===== src/rtl/wfi_pkg.sv =====
package wfi_pkg;
  typedef enum logic [1:0] {
    MODE_STANDBY = 2'b00,
    MODE_NORMAL  = 2'b01,
    MODE_SLEEP   = 2'b10,
    MODE_TEST    = 2'b11
  } op_mode_e;

  localparam int REG_W  = 32;
  localparam int SPI_W  = 15;
  localparam int NFLAG  = 12;

  // index of each sticky flag in the flag vector
  localparam int F_SMS    = 0;
  localparam int F_UVSUP  = 1;
  localparam int F_UVIO   = 2;
  localparam int F_PWRON  = 3;
  localparam int F_TSD    = 4;
  localparam int F_WDTO   = 5;
  localparam int F_ECC    = 6;
  localparam int F_BWAKE  = 7;
  localparam int F_LWAKE  = 8;
  localparam int F_WKERR  = 9;
  localparam int F_SILENT = 10;
  localparam int F_DOM    = 11;

  // bit position of each flag in the register, indexed as above
  localparam int FLAG_POS [NFLAG] = '{23, 22, 21, 20, 19, 18, 16, 15, 14, 13, 10, 8};

  localparam int B_BUSNOM = 31;
  localparam int B_GLOBAL = 7;
  localparam int B_WKREQ  = 6;
  localparam int B_BUSERR = 5;
  localparam int B_SPIERR = 3;
  localparam int B_CORE   = 1;
  localparam int B_VTW    = 0;
endpackage


===== src/rtl/wfi_flag_cell.sv =====
module wfi_flag_cell #(
  parameter logic RST_VAL = 1'b0
) (
  input  logic clk,
  input  logic rst_n,
  input  logic set_i,
  input  logic clr_i,
  output logic q_o
);
  always_ff @(posedge clk) begin
    if (!rst_n)     q_o <= RST_VAL;
    else if (set_i) q_o <= 1'b1;
    else if (clr_i) q_o <= 1'b0;
  end
endmodule


===== src/rtl/wfi_wake_lock.sv =====
module wfi_wake_lock (
  input  logic bus_ev_i,
  input  logic loc_ev_i,
  input  logic bus_q_i,
  input  logic loc_q_i,
  output logic bus_set_o,
  output logic loc_set_o
);
  // a held flag blocks the other source; a tie goes to the bus source
  always_comb begin
    bus_set_o = bus_ev_i && !loc_q_i;
    loc_set_o = loc_ev_i && !bus_q_i && !bus_set_o;
  end
endmodule


===== src/rtl/wfi_bus_nominal.sv =====
module wfi_bus_nominal (
  input  logic       clk,
  input  logic       rst_n,
  input  logic [1:0] mode_i,
  input  logic       edge_i,
  input  logic       fault_i,
  output logic       q_o
);
  import wfi_pkg::*;
  op_mode_e mode;
  assign mode = op_mode_e'(mode_i);

  always_ff @(posedge clk) begin
    if (!rst_n)                  q_o <= 1'b0;
    else if (mode != MODE_NORMAL) q_o <= 1'b0;
    else if (fault_i)            q_o <= 1'b0;
    else if (edge_i)             q_o <= 1'b1;
  end
endmodule


===== src/rtl/wfi_summary.sv =====
module wfi_summary #(
  parameter int SPI_W = 15
) (
  input  logic             uvsup_i,
  input  logic             uvio_i,
  input  logic             tsd_i,
  input  logic             wdto_i,
  input  logic             ecc_i,
  input  logic             bwake_i,
  input  logic             lwake_i,
  input  logic             wkerr_i,
  input  logic             silent_i,
  input  logic             dom_i,
  input  logic [SPI_W-1:0] spi_stat_i,
  input  logic [SPI_W-1:0] spi_mask_i,
  input  logic             core_i,
  output logic             wkreq_o,
  output logic             buserr_o,
  output logic             spierr_o,
  output logic             vtw_o,
  output logic             global_o
);
  always_comb begin
    wkreq_o  = bwake_i | lwake_i | wkerr_i;
    buserr_o = silent_i | dom_i;
    spierr_o = |(spi_stat_i & ~spi_mask_i);
    vtw_o    = uvsup_i | uvio_i | tsd_i | wdto_i | ecc_i;
    global_o = vtw_o | wkerr_i | buserr_o | spierr_o | core_i;
  end
endmodule


===== src/rtl/wake_fault_irq_reg.sv =====
module wake_fault_irq_reg
  import wfi_pkg::*;
#(
  parameter int DATA_W = REG_W,
  parameter int SPI_BITS = SPI_W
) (
  input  logic                clk,
  input  logic                rst_n,
  input  logic [1:0]          mode_i,
  input  logic                evt_sleep_stat_i,
  input  logic                evt_uv_supply_i,
  input  logic                evt_uv_io_i,
  input  logic                evt_thermal_i,
  input  logic                evt_wdog_i,
  input  logic                evt_ecc_i,
  input  logic                evt_bus_wake_i,
  input  logic                evt_local_wake_i,
  input  logic                evt_wake_err_i,
  input  logic                evt_bus_silent_i,
  input  logic                evt_bus_dom_i,
  input  logic                bus_d2r_i,
  input  logic                core_irq_i,
  input  logic [SPI_BITS-1:0] spi_stat_i,
  input  logic [SPI_BITS-1:0] spi_mask_i,
  input  logic                wr_en_i,
  input  logic [DATA_W-1:0]   wr_data_i,
  output logic [DATA_W-1:0]   rd_data_o
);
  op_mode_e   mode_now, mode_q;
  logic [NFLAG-1:0] flag_q, set_v, auto_clr;
  logic bus_set, loc_set, mode_chg, wake_clr, pwron_clr;
  logic busnom_q, wkreq, buserr, spierr, vtw, glob;

  assign mode_now = op_mode_e'(mode_i);

  always_ff @(posedge clk) begin
    if (!rst_n) mode_q <= MODE_STANDBY;
    else        mode_q <= mode_now;
  end

  assign mode_chg  = (mode_now != mode_q);
  assign wake_clr  = mode_chg && (mode_now == MODE_NORMAL || mode_now == MODE_SLEEP);
  assign pwron_clr = (mode_q == MODE_STANDBY) &&
                     (mode_now == MODE_NORMAL || mode_now == MODE_SLEEP);

  wfi_wake_lock u_lock (
    .bus_ev_i (evt_bus_wake_i),
    .loc_ev_i (evt_local_wake_i),
    .bus_q_i  (flag_q[F_BWAKE]),
    .loc_q_i  (flag_q[F_LWAKE]),
    .bus_set_o(bus_set),
    .loc_set_o(loc_set)
  );

  always_comb begin
    set_v           = '0;
    set_v[F_SMS]    = evt_sleep_stat_i;
    set_v[F_UVSUP]  = evt_uv_supply_i;
    set_v[F_UVIO]   = evt_uv_io_i;
    set_v[F_TSD]    = evt_thermal_i;
    set_v[F_WDTO]   = evt_wdog_i;
    set_v[F_ECC]    = evt_ecc_i;
    set_v[F_BWAKE]  = bus_set;
    set_v[F_LWAKE]  = loc_set;
    set_v[F_WKERR]  = evt_wake_err_i;
    set_v[F_SILENT] = evt_bus_silent_i;
    set_v[F_DOM]    = evt_bus_dom_i;
    auto_clr          = '0;
    auto_clr[F_BWAKE] = wake_clr;
    auto_clr[F_LWAKE] = wake_clr;
    auto_clr[F_PWRON] = pwron_clr;
  end

  for (genvar g = 0; g < NFLAG; g++) begin : g_flag
    wfi_flag_cell #(.RST_VAL((g == F_PWRON) ? 1'b1 : 1'b0)) u_cell (
      .clk  (clk),
      .rst_n(rst_n),
      .set_i(set_v[g]),
      .clr_i((wr_en_i && wr_data_i[FLAG_POS[g]]) || auto_clr[g]),
      .q_o  (flag_q[g])
    );
  end

  wfi_bus_nominal u_busnom (
    .clk    (clk),
    .rst_n  (rst_n),
    .mode_i (mode_i),
    .edge_i (bus_d2r_i),
    .fault_i(evt_bus_silent_i || evt_bus_dom_i),
    .q_o    (busnom_q)
  );

  wfi_summary #(.SPI_W(SPI_BITS)) u_sum (
    .uvsup_i   (flag_q[F_UVSUP]),
    .uvio_i    (flag_q[F_UVIO]),
    .tsd_i     (flag_q[F_TSD]),
    .wdto_i    (flag_q[F_WDTO]),
    .ecc_i     (flag_q[F_ECC]),
    .bwake_i   (flag_q[F_BWAKE]),
    .lwake_i   (flag_q[F_LWAKE]),
    .wkerr_i   (flag_q[F_WKERR]),
    .silent_i  (flag_q[F_SILENT]),
    .dom_i     (flag_q[F_DOM]),
    .spi_stat_i(spi_stat_i),
    .spi_mask_i(spi_mask_i),
    .core_i    (core_irq_i),
    .wkreq_o   (wkreq),
    .buserr_o  (buserr),
    .spierr_o  (spierr),
    .vtw_o     (vtw),
    .global_o  (glob)
  );

  always_comb begin
    rd_data_o = '0;
    for (int i = 0; i < NFLAG; i++) rd_data_o[FLAG_POS[i]] = flag_q[i];
    rd_data_o[B_BUSNOM] = busnom_q;
    rd_data_o[B_GLOBAL] = glob;
    rd_data_o[B_WKREQ]  = wkreq;
    rd_data_o[B_BUSERR] = buserr;
    rd_data_o[B_SPIERR] = spierr;
    rd_data_o[B_CORE]   = core_irq_i;
    rd_data_o[B_VTW]    = vtw;
  end
endmodule


===== config.mk =====
export PLATFORM = sky130hd
export DESIGN_NAME = wake_fault_irq_reg
export DESIGN_NICKNAME = d
export VERILOG_FILES = /design/src/rtl/wfi_pkg.sv /design/src/rtl/wfi_flag_cell.sv /design/src/rtl/wfi_wake_lock.sv /design/src/rtl/wfi_bus_nominal.sv /design/src/rtl/wfi_summary.sv /design/src/rtl/wake_fault_irq_reg.sv
export SDC_FILE = /design/constraint.sdc
export NUM_CORES = 1
export LEC_CHECK = 0
export BUFFER_PORTS_ARGS = -buffer_cell sky130_fd_sc_hd__buf_2
export CAP_MARGIN = 15
export CORE_MARGIN = 8
export CORE_UTILIZATION = 33
export DETAILED_ROUTE_END_ITERATION = 10
export PLACE_DENSITY = 0.86
export SKIP_LAST_GASP = 1
export SLEW_MARGIN = 20
export SYNTH_ARGS = -nofsm -noshare
export SYNTH_HDL_FRONTEND = slang
export SYNTH_SLANG_ARGS = --single-unit
export TNS_END_PERCENT = 10

===== constraint.sdc =====
create_clock -name clk -period 1.2 [get_ports clk]
set_input_delay 0.06 -clock clk [delete_from_list [all_inputs] [get_ports clk]]
set_output_delay 0.06 -clock clk [all_outputs]
set_load 0.1 [all_outputs]

==> impl_summary.md <==
Global route
The via count of the first global-routing pass is 1116. The first global-routing pass estimated 4800 um of wire. Entering global routing, the biggest net connects 16 pins. The number of antenna violations at the first check in global routing is 0. The remaining global-route overflow is 0.

The global-route usage over all layers is 11.7%.

Clock tree
Clock tree synthesis selected as its root buffer the cell sky130_fd_sc_hd__clkbuf_4. Clock-pin slew was measured on the worst setup and hold paths at 90 ps. The total clock buffers created by CTS is 3. The worst-case clock buffer depth is 2.

The CTS tree is done. The level count of the clock H-tree is 1. Clock latency on the worst-skew pair, taken at its later pin, is roughly 280 ps.

CTS saw 15 sinks.

Route
After detailed routing, the number of remaining DRC violations is 0. The number of DRC markers in iteration 0 is 14. The routed length per instance is roughly 13 um. The vias per cell is 4.39. Once detail routing completed, the nets flagged for antenna violations numbered 0. Summed over all layers, the routed wires come to about 3000 um. Detailed routing inserted a total of slightly above 1000 vias. The count of TritonRoute iterations in the first routing pass is 2.

Floorplan
The die covers 5000 um^2. The floorplan has 20 rows. In this run the count of I/O pins placed on the die edge is 112. The initial utilization of the core area, before any placement, comes to between 30% and 40%. Measured along the y axis, the die boundary spans 70.7 um.

The horizontal extent of the die is 70.7 um. After floorplanning, the core was sized to cover 2950 um^2.

Worst setup path
The number of cells on the worst reg-to-reg path is 4. The worst setup path is captured at an output pin. For flop-to-flop paths, the worst setup slack is 200 ps.

The launching element of the worst setup path is g_flag[10].u_cell.q_o. The endpoint of the lowest-slack register-to-register path is g_flag[8].u_cell.q_o. STA puts the critical path data required time at around 1100 ps. The critical path launch point type is a flip-flop. Following the worst setup path forward leads to its endpoint at rd_data_o[7]. The worst register-to-register path begins at mode_q[0]. At the worst endpoint, the arrival time is roughly 1500 ps. Along the worst path, the maximum fanout reaches 2.

The critical path is of the reg -> out type.

Synthesis
Counting flops and latches in the post-synthesis netlist gives 15. The count of cell types in the netlist is 30. The share of synthesized cell area in full adder, half adder and majority cells is 1.27%. The Yosys step of the flow raised 0 warnings. The portion of the post-synthesis area used by sequential elements is 30.4%. The netlist area before placement is roughly 990 um^2.

Multiplexer cells account for 0% of the synthesized area. By area, the combinational part of the netlist is dominated by buffers and inverters. The mean cell area of the mapped netlist is 7.72 um^2. The fraction of the mapped netlist area in simple logic gates is 22.9%.

The post-synthesis share of cell area spent on xor and xnor gates is under 10%. The compound-gate portion of the synthesized area is 13.2%. The post-synthesis instance total is 128.

Run status
The final reports fail on negative setup slack. The run finished, with violations left.

Power and ir drop
The relative contribution of combinational cells to total power is 51.8%. Of the total power, the clock network draws between 10% and 20%. The analysis attributes to net switching a power of just over 800 uW. In this run, flip-flops and latches consume 31.8% of the power. IR analysis of the VDD net gives a maximum drop of 0.000814 V.

Dividing total power by cell area gives a power density of 1130 nW/um^2. The leakage power total is a little over 0.8 nW. Internal power comes to 926 uW. In this run switching power makes up 46.7% of total power.

Placement
The congestion estimate from routability-driven global placement came to between 0.8 and 0.9. The post-detailed-placement half-perimeter wirelength is 2680 um. The count of buffers from port buffering is between 70 and 80. The number of cells in the design after placement is 226.

STA
Based on the critical path, the design can be clocked at up to 0.656 GHz. The worst-case setup margin in the final layout is -325 ps. After layout, the minimum clock period comes to 1520 ps. Setup repair after global routing could not meet its margin everywhere. The part of the cycle the worst path needs is 127%. For the final database, setup skew stands at 1.77 ps. The worst slack on hold paths is roughly 12 ps.

The setup TNS after final layout is -604 ps. The total count of hold-check failures in the final report came to 0. Setup violations remaining at the end of the flow were counted as 4.

The number of pins with negative max-slew slack in the final report is 0.

Layout
Cells with a size suffix above 1 make up 47.0% of the layout. The antenna cell count is 0. In the final design database the tool counted approximately 280 nets.

Measured on the finished design, the core utilization comes to 51.9%. The post-synthesis to final-layout area growth is 55.2%. The count of cells in the finished layout, fillers not included, comes to 235.

Job
The tool flagged a number of max-cap violations equal to 0.

Hold path
The class of the tightest hold or removal check is in -> reg.
worst max-delay path: stages (launching register included):
cell                      delay [ps]
sky130_fd_sc_hd__dfxtp_1         320
sky130_fd_sc_hd__or2_4           260
sky130_fd_sc_hd__nor4_4          200
sky130_fd_sc_hd__nand4_1         170
sky130_fd_sc_hd__buf_8           230
layout make-up:
class	instances	area, um^2
Inverter	13	48.8
Clock inverter	1	5.00
Clock buffer	3	22.5
Multi-Input combinational cell	78	447
Timing Repair Buffer	92	668
Fill cell	288	1420
Tap cell	33	41.3
Sequential cell	15	302
power by group through the flow:
stage | logic (mW) | clock network [mW] | registers, mW
after global placement | 0.878 | 0 | 0.563
after detailed placement | 0.887 | 0 | 0.563
after floorplan | 0.685 | 0 | 0.562
after CTS | 0.905 | 0.297 | 0.554
final | 0.900 | 0.285 | 0.554
after global routing | 0.944 | 0.314 | 0.559
worst min path at each step:
stage,from,to,cells past startpoint
floorplan,evt_bus_dom_i,u_busnom.q_o,1
detailed placement,evt_bus_silent_i,u_busnom.q_o,2
CTS,evt_sleep_stat_i,g_flag[0].u_cell.q_o,3
global placement,evt_bus_silent_i,u_busnom.q_o,2
finish,evt_sleep_stat_i,g_flag[0].u_cell.q_o,3
global route,evt_thermal_i,g_flag[4].u_cell.q_o,3
per-layer routing:
metal / routed length, um / up-vias / GRT usage (%)
met4: 7 / 0 / 2.77
li1: - / 522 / -
met3: 519 / 2 / 7.49
met5: 0 / - / 0
met1: 1080 / 436 / 10.3
met2: 1420 / 71 / 21.6
cells by family after synthesis:
kind of cell | Yosys count
compound gates | 20
xor+xnor | 2
fa+ha+maj | 1
buf+inv | 47
flops | 15
other cells | 1
simple gates | 42
state kept, by name, summed over array words and instances, names as in the netlist:
| name | count |
|---|---|
| u_busnom.q_o | 1 |
| g_flag.u_cell.q_o | 12 |
| mode_q | 2 |
through the flow:
| step | power, mW | cell area [um^2] | setup WS [ps] |
|---|---|---|---|
| floorplan | 1.25 | 1030 | 43.1 |
| global placement | 1.44 | 1430 | -113 |
| global route | 1.82 | 1530 | -412 |
| finish | 1.74 | 1530 | -325 |
| detailed placement | 1.45 | 1430 | -123 |
| CTS | 1.76 | 1530 | -353 |
cell usage after synthesis:
library cell / count / share of area [%]
sky130_fd_sc_hd__buf_4: 32 / 24
sky130_fd_sc_hd__dfxtp_1: 15 / 30
sky130_fd_sc_hd__nand2_1: 15 / 5.7
sky130_fd_sc_hd__inv_1: 13 / 4.9
sky130_fd_sc_hd__a21oi_1: 9 / 4.6
sky130_fd_sc_hd__nor2b_1: 9 / 5.7
sky130_fd_sc_hd__nand2b_1: 4 / 2.5
sky130_fd_sc_hd__nor2_1: 3 / 1.1
sky130_fd_sc_hd__o22ai_1: 3 / 1.9
sky130_fd_sc_hd__a21boi_0: 2 / 1.5
sky130_fd_sc_hd__and2_1: 2 / 1.3
sky130_fd_sc_hd__o211ai_1: 2 / 1.5
sky130_fd_sc_hd__xor2_1: 2 / 1.8
sky130_fd_sc_hd__a221oi_1: 1 / 0.89
sky130_fd_sc_hd__a222oi_1: 1 / 1.0
sky130_fd_sc_hd__buf_2: 1 / 0.51
sky130_fd_sc_hd__clkbuf_1: 1 / 0.38
sky130_fd_sc_hd__conb_1: 1 / 0.38
sky130_fd_sc_hd__ha_1: 1 / 1.3
sky130_fd_sc_hd__nand3_1: 1 / 0.51
sky130_fd_sc_hd__nand3b_1: 1 / 0.76
sky130_fd_sc_hd__nand4_1: 1 / 0.63
sky130_fd_sc_hd__nor3_1: 1 / 0.51
sky130_fd_sc_hd__nor3_2: 1 / 1.0
sky130_fd_sc_hd__nor4_1: 1 / 0.63
sky130_fd_sc_hd__nor4_2: 1 / 1.3
sky130_fd_sc_hd__o2111ai_1: 1 / 0.89
sky130_fd_sc_hd__o311ai_0: 1 / 0.89
sky130_fd_sc_hd__or2_2: 1 / 0.63
sky130_fd_sc_hd__or3_1: 1 / 0.63
what timing repair did:
item | 4_1_cts | 5_1_grt
hold buffers | 5 | 0
resized for setup | 6 | 0
endpoints found under the setup margin | 4 | 7
hold endpoints to repair | 4 | 0
pin swaps | 3 | 0
buffers inserted | 0 | 0
cell usage in the layout, fill, tap and decap left out:
cell,instances
sky130_fd_sc_hd__clkbuf_4,3
sky130_fd_sc_hd__xor2_1,2
sky130_fd_sc_hd__inv_1,13
sky130_fd_sc_hd__ha_1,1
sky130_fd_sc_hd__a221oi_1,1
sky130_fd_sc_hd__and2_1,2
sky130_fd_sc_hd__nor3_2,1
sky130_fd_sc_hd__nand2b_1,4
sky130_fd_sc_hd__dfxtp_1,14
sky130_fd_sc_hd__or3_1,1
sky130_fd_sc_hd__or2_4,1
sky130_fd_sc_hd__o211ai_1,2
sky130_fd_sc_hd__nor2b_1,9
sky130_fd_sc_hd__o22ai_1,3
sky130_fd_sc_hd__nand3b_1,1
sky130_fd_sc_hd__buf_12,10
sky130_fd_sc_hd__a21oi_1,9
sky130_fd_sc_hd__nor4_1,1
sky130_fd_sc_hd__dfxtp_2,1
sky130_fd_sc_hd__nand2_1,15
sky130_fd_sc_hd__nor4_4,1
sky130_fd_sc_hd__o311ai_0,1
sky130_fd_sc_hd__buf_8,1
sky130_fd_sc_hd__conb_1,13
sky130_fd_sc_hd__nand3_1,1
sky130_fd_sc_hd__nand4_1,1
sky130_fd_sc_hd__a222oi_1,1
sky130_fd_sc_hd__a21boi_0,2
sky130_fd_sc_hd__dlygate4sd3_1,5
sky130_fd_sc_hd__buf_2,67
sky130_fd_sc_hd__buf_4,9
sky130_fd_sc_hd__clkinv_2,1
sky130_fd_sc_hd__o2111ai_1,1
sky130_fd_sc_hd__nor3_1,1
sky130_fd_sc_hd__nor2_1,3
(Power assumes the default switching activity.)
